$ cat src/rtl/urdhva_pkg.sv
package urdhva_pkg;
  // A width is legal when it is a power of two and at least 2.
  function automatic bit width_ok(input int w);
    return (w >= 2) && ((w & (w - 1)) == 0);
  endfunction
endpackage

$ cat src/rtl/rev_half_add.sv
// Half adder as a three-line reversible gate with its third line held at 0.
// Lines: pass = x, s = x ^ y, c = (x & y) ^ k.
module rev_half_add (
  input  logic x,
  input  logic y,
  output logic s,
  output logic c
);
  logic k_const;
  assign k_const = 1'b0;
  assign s = x ^ y;
  assign c = (x & y) ^ k_const;
endmodule

$ cat src/rtl/rev_full_add.sv
// Full adder from two exclusive-or pass-through stages and a carry multiplexer.
module rev_full_add (
  input  logic x,
  input  logic y,
  input  logic ci,
  output logic s,
  output logic co
);
  logic q;
  assign q  = x ^ y;         // first stage: keeps x, yields x^y
  assign s  = q ^ ci;        // second stage: keeps q, yields the sum
  assign co = q ? ci : x;    // propagate takes carry-in, else generate/kill from x
endmodule

$ cat src/rtl/rc_adder.sv
// Ripple chain of reversible full adders.
module rc_adder #(
  parameter int W = 8
) (
  input  logic [W-1:0] x,
  input  logic [W-1:0] y,
  input  logic         cin,
  output logic [W-1:0] s,
  output logic         cout
);
  logic [W:0] cy;
  assign cy[0] = cin;
  for (genvar i = 0; i < W; i++) begin : g_bit
    rev_full_add u_fa (.x(x[i]), .y(y[i]), .ci(cy[i]), .s(s[i]), .co(cy[i+1]));
  end
  assign cout = cy[W];
endmodule

$ cat src/rtl/urdhva_base2.sv
// 2x2 core: p0 direct, two half adders build the remaining bits.
module urdhva_base2 (
  input  logic [1:0] a,
  input  logic [1:0] b,
  output logic [3:0] p
);
  logic c1;
  assign p[0] = a[0] & b[0];
  rev_half_add u_col1 (.x(a[1] & b[0]), .y(a[0] & b[1]), .s(p[1]), .c(c1));
  rev_half_add u_col2 (.x(a[1] & b[1]), .y(c1),          .s(p[2]), .c(p[3]));
endmodule

$ cat src/rtl/urdhva_node.sv
// Recursive NxN unit: four N/2 products merged by ripple adders.
module urdhva_node #(
  parameter int N = 16
) (
  input  logic [N-1:0]   a,
  input  logic [N-1:0]   b,
  output logic [2*N-1:0] p
);
  if (N == 2) begin : g_base
    urdhva_base2 u_core (.a(a), .b(b), .p(p));
  end else begin : g_split
    localparam int H = N / 2;
    logic [N-1:0] ll, lh, hl, hh;

    urdhva_node #(.N(H)) u_ll (.a(a[H-1:0]), .b(b[H-1:0]), .p(ll));
    urdhva_node #(.N(H)) u_lh (.a(a[H-1:0]), .b(b[N-1:H]), .p(lh));
    urdhva_node #(.N(H)) u_hl (.a(a[N-1:H]), .b(b[H-1:0]), .p(hl));
    urdhva_node #(.N(H)) u_hh (.a(a[N-1:H]), .b(b[N-1:H]), .p(hh));

    // crosswise sum
    logic [N-1:0] cross_s;
    logic         cross_c;
    rc_adder #(.W(N)) u_cross (
      .x(lh), .y(hl), .cin(1'b0), .s(cross_s), .cout(cross_c));

    // add upper half of low-low product
    logic [N:0] mid_s;
    logic       unused_mid_c;
    rc_adder #(.W(N+1)) u_mid (
      .x({cross_c, cross_s}), .y({{(H+1){1'b0}}, ll[N-1:H]}),
      .cin(1'b0), .s(mid_s), .cout(unused_mid_c));

    // add high-high product shifted by H
    logic [3*H-1:0] up_s;
    logic           unused_up_c;
    rc_adder #(.W(3*H)) u_up (
      .x({{(H-1){1'b0}}, mid_s}), .y({hh, {H{1'b0}}}),
      .cin(1'b0), .s(up_s), .cout(unused_up_c));

    assign p = {up_s, ll[H-1:0]};
  end
endmodule

$ cat src/rtl/urdhva_mul.sv
module urdhva_mul #(
  parameter int WIDTH = 16
) (
  input  logic [WIDTH-1:0]   a_in,
  input  logic [WIDTH-1:0]   b_in,
  output logic [2*WIDTH-1:0] prod_out
);
  if (!urdhva_pkg::width_ok(WIDTH)) begin : g_bad_width
    $error("WIDTH must be a power of two, at least 2 (R8)");
  end
  urdhva_node #(.N(WIDTH)) u_tree (.a(a_in), .b(b_in), .p(prod_out));
endmodule

$ cat config.mk
export PLATFORM = sky130hd
export DESIGN_NAME = urdhva_mul
export DESIGN_NICKNAME = d
export VERILOG_FILES = /design/src/rtl/urdhva_pkg.sv /design/src/rtl/rev_half_add.sv /design/src/rtl/rev_full_add.sv /design/src/rtl/rc_adder.sv /design/src/rtl/urdhva_base2.sv /design/src/rtl/urdhva_node.sv /design/src/rtl/urdhva_mul.sv
export SDC_FILE = /design/constraint.sdc
export NUM_CORES = 1
export LEC_CHECK = 0
export BUFFER_PORTS_ARGS = -buffer_cell sky130_fd_sc_hd__clkbuf_2
export CAP_MARGIN = 20
export CORE_MARGIN = 10
export CORE_UTILIZATION = 65
export DETAILED_ROUTE_END_ITERATION = 7
export GPL_ROUTABILITY_DRIVEN = 0
export PLACE_DENSITY = 0.81
export SETUP_SLACK_MARGIN = 0.02
export SYNTH_ARGS = -nofsm -noshare
export SYNTH_HDL_FRONTEND = slang
export SYNTH_HIERARCHICAL = 1
export SYNTH_SLANG_ARGS = --single-unit
$ cat constraint.sdc
create_clock -name vclk -period 71.4
set_clock_uncertainty 0.2 [all_clocks]
set_input_delay 14.28 -clock vclk [all_inputs]
set_output_delay 14.28 -clock vclk [all_outputs]
set_load 0.005 [all_outputs]
==> results of run 1 <==
metrics by stage:
| stage | instances | utilization |
|---|---|---|
| after global routing | 1982 | 0.752 |
| final | 1984 | 0.752 |
| after global placement | 1982 | 0.752 |
| after floorplan | 1588 | - |
| after CTS | 1982 | 0.752 |
| after detailed placement | 1982 | 0.752 |
layout make-up:
type               instances  area, sq um
multi-input cells       1588        18300
fillers                 1755         6280
well taps                330          413
repair buffers            64          320
diodes                     2         5.00
layer usage:
metal	global-route usage	vias to the layer above
li1	-	5040
met1	0.255	4970
met2	0.356	105
met3	0.00480	10
met4	0.0115	0
met5	0	-
how the worst min path moves through the flow:
stage,endpoint,slack (ps),start
after floorplan,prod_out[0],28470,b_in[0]
after global placement,prod_out[0],28910,a_in[0]
after detailed placement,prod_out[0],28900,a_in[0]
after CTS,prod_out[0],28900,a_in[0]
after global routing,prod_out[0],28960,a_in[0]
final,prod_out[0],28920,a_in[0]
critical path, delay by kind of cell:
| family | cells | cell delay, ps |
|---|---|---|
| AND/OR/NAND/NOR | 1 | 210 |
| buffers and inverters | 2 | 340 |
| XOR/XNOR | 6 | 1750 |
| adder cells (fa/ha/maj) | 31 | 12310 |
==> flow_summary.json, run 1 <==
{
  "outcome": "completed",
  "io_buffers": 64,
  "wirelength_um": 31800,
  "critPathArrivalTime_ps": 28870,
  "syn_inst": 1189,
  "met3_length_um": 733,
  "final_common_cell": "conb_1",
  "syn_to_final_growth_pct": 13.3,
  "clkbuf_count": 0,
  "slowest_delay_ps": 470,
  "start_util": 0.664,
  "drt_iter0_drc": 313,
  "ys_warn_count": 6,
  "fin_setup_tns_ps": 0,
  "hold_path_class": "in2out",
  "viasPerCell": 5.10,
  "antenna_found_initial": 3,
  "cp_slowest_cell": "maj3_1",
  "first_pass_iters": 4,
  "highest_layer": "met4",
  "layout_common_cells": "conb_1 (420), xor3_1 (413), maj3_1 (371)",
  "core_area_sq_um": 25300,
  "crit_path_frequent_cell": "maj3_1",
  "period_share": 0.607,
  "grt-ovfl-total": 0,
  "timing.hold.ws_ps": 28920,
  "cp-start-kind": "primary input",
  "post_cts_resized": 0,
  "startpoint": "b_in[0]",
  "drc": 0,
  "setup_viol": 0,
  "min_period_ps": 43350,
  "synthesis.area_sq_um": 16800,
  "fin_ws_ps": 28050,
  "crit_path_end": "prod_out[31]",
  "grt_max_degree": 17,
  "post_dp_cell_area_sq_um": 19000,
  "regArea_sq_um": 0,
  "drt-wirelength-per-cell_um": 16.0,
  "drv_slew": 0,
  "die_area_sq_um": 32700,
  "cts_hold_buf": 0,
  "critPathRequiredTime_ps": 56920,
  "seq_cells": 0,
  "post_cts_buffers": 0,
  "post-dp-hpwl_um": 26600,
  "met1_length_um": 14900,
  "drv_cap": 0,
  "dieHeight_um": 181,
  "grt_pass1_vias": 10576,
  "grt_use_total": 0.192,
  "die_w_um": 181,
  "synth_area_per_cell_sq_um": 14.1,
  "antenna_left": 0,
  "min_path_cells": 3,
  "row_count": 58,
  "cp-end-kind": "output pin",
  "ios": 64,
  "hold_violations": 0,
  "dr_wl_met2_um": 16000,
  "rsz0062_at_grt": "no",
  "grt_pass1_wl_um": 51700,
  "place_ws_ps": 28050,
  "vias": 10125,
  "fin_area_sq_um": 19000,
  "drive_gt1_frac": 0.0387,
  "critPathKind": "in2out",
  "max_freq_ghz": 0.0231,
  "crit_fanout": 16,
  "fin_nets": 1814
}
==> run 2, diff against run 1 <==
--- a/config.mk
+++ b/config.mk
@@ -5,6 +5,7 @@
 export SDC_FILE = /design/constraint.sdc
 export NUM_CORES = 1
 export LEC_CHECK = 0
+export ABC_AREA = 1
 export BUFFER_PORTS_ARGS = -buffer_cell sky130_fd_sc_hd__clkbuf_2
 export CAP_MARGIN = 20
 export CORE_MARGIN = 10
==> constraint.sdc (replaced) <==
create_clock -name vclk -period 43.4
set_clock_uncertainty 0.2 [all_clocks]
set_input_delay 8.68 -clock vclk [all_inputs]
set_output_delay 8.68 -clock vclk [all_outputs]
set_load 0.005 [all_outputs]
==> flow_summary.json, run 2 <==
{
  "outcome": "completed",
  "slew_headroom": 0.574,
  "dieHeight_um": 205,
  "power_frac_seq": 0,
  "setup_viol": 0,
  "hold_path_class": "in2out",
  "p_leak_nw": 17.4,
  "grt-ovfl-total": 0,
  "critPathKind": "in2out",
  "worst_pin_slew_ps": 639,
  "row_count": 67,
  "power.total_mw": 1.46,
  "period_share": 0.620,
  "min_to": "prod_out[0]",
  "combPwrFrac": 1.000,
  "critPathArrivalTime_ps": 18040,
  "vias": 24412,
  "drive_gt1_frac": 0.0833,
  "drt_iter0_drc": 877,
  "cts_hold_buf": 0,
  "grt_use_total": 0.221,
  "seq_cells": 0,
  "syn_inst": 4749,
  "max_freq_ghz": 0.0371,
  "antenna_found_initial": 0,
  "synthesis.area_sq_um": 22200,
  "hp-start": "b_in[0]",
  "place_ws_ps": 16470,
  "pwr-share-clk": 0,
  "first_pass_iters": 5,
  "internal_power_mw": 0.577,
  "slowest_delay_ps": 290,
  "antenna_left": 0,
  "cp.depth": 87,
  "switchingPower_mw": 0.882,
  "crit_family": "compound AO/OA/AOI/OAI gates",
  "drt-wirelength-per-cell_um": 7.97,
  "fin_setup_tns_ps": 0,
  "ios": 64,
  "ys_warn_count": 6,
  "crit_path_frequent_cell": "inv_1",
  "io_buffers": 64,
  "drv_slew": 0,
  "cp-end-kind": "output pin",
  "synth_area_per_cell_sq_um": 4.68,
  "final_common_cell": "nand2_1",
  "grt_pass1_vias": 21043,
  "regArea_sq_um": 0,
  "grt_max_degree": 17,
  "hold_violations": 0,
  "fin_nets": 5419,
  "die_w_um": 205,
  "min_period_ps": 26920,
  "diodes": 0,
  "drv_cap": 0,
  "critPathRequiredTime_ps": 34520,
  "cp-start-kind": "primary input",
  "grt_pass1_wl_um": 82900,
  "die_area_sq_um": 42000,
  "core_area_sq_um": 33600,
  "max-vdd-ir-drop_mv": 0.0963,
  "p_sw_frac": 0.604,
  "viasPerCell": 4.28,
  "power_density_nw_per_um2": 58.8,
  "fin_ws_ps": 16480,
  "post_cts_buffers": 0,
  "rsz0062_at_grt": "no",
  "clkbuf_count": 0,
  "syn_to_final_growth_pct": 11.5,
  "post_cts_resized": 0,
  "crit_fanout": 16,
  "fin_area_sq_um": 24800,
  "post-dp-hpwl_um": 39300,
  "cp_slowest_cell": "ha_1",
  "min_path_cells": 4,
  "crit_buf_inv": 37,
  "post_dp_cell_area_sq_um": 24800,
  "drc": 0,
  "layout_common_cells": "nand2_1 (2,321), inv_1 (1,495), conb_1 (462)",
  "wirelength_um": 45500,
  "start_util": 0.662
}
-- run 2: metrics by stage --
stage / instances / util / hold slack, ps
floorplan: 5190 / - / 17230
global placement: 5705 / 0.738 / 17670
detailed placement: 5705 / 0.738 / 17690
CTS: 5705 / 0.738 / 17690
global route: 5705 / 0.738 / 17740
finish: 5705 / 0.738 / 17700
-- run 2: worst min-delay path, stage by stage --
cell and delay, ps:
clkbuf_2 230, nand2_1 150, inv_1 50, clkbuf_2 100
-- run 2: layer usage --
layer  GRT usage  part of all wire  wire length [um]
met2       0.434              0.48             21700
met5           0                 0                 0
met4      0.0575             0.030              1360
met3     0.00474             0.023              1060
met1       0.255              0.47             21400
-- run 2: worst max-delay path by stage --
stage / from / slack, ps / endpoint
final: a_in[0] / 16480 / prod_out[31]
after global placement: a_in[0] / 16770 / prod_out[31]
after floorplan: b_in[1] / 18230 / prod_out[31]
after detailed placement: a_in[0] / 16470 / prod_out[31]
after CTS: a_in[0] / 16460 / prod_out[31]
after global routing: a_in[0] / 15120 / prod_out[31]
-- run 2: power groups by stage --
stage	logic (mW)	clock network, mW	registers (mW)
finish	1.46	0	0
global route	1.71	0	0
CTS	1.46	0	0
detailed placement	1.46	0	0
global placement	1.43	0	0
floorplan	1.17	0	0
-- run 2: cell type report --
type	count	area [sq um]
Fill cell	3306	8810
Multi-Input combinational cell	3695	18300
Tap cell	448	561
Inverter	1495	5610
Timing Repair Buffer	67	343
No activity file was read; power rests on OpenSTA's default activity.
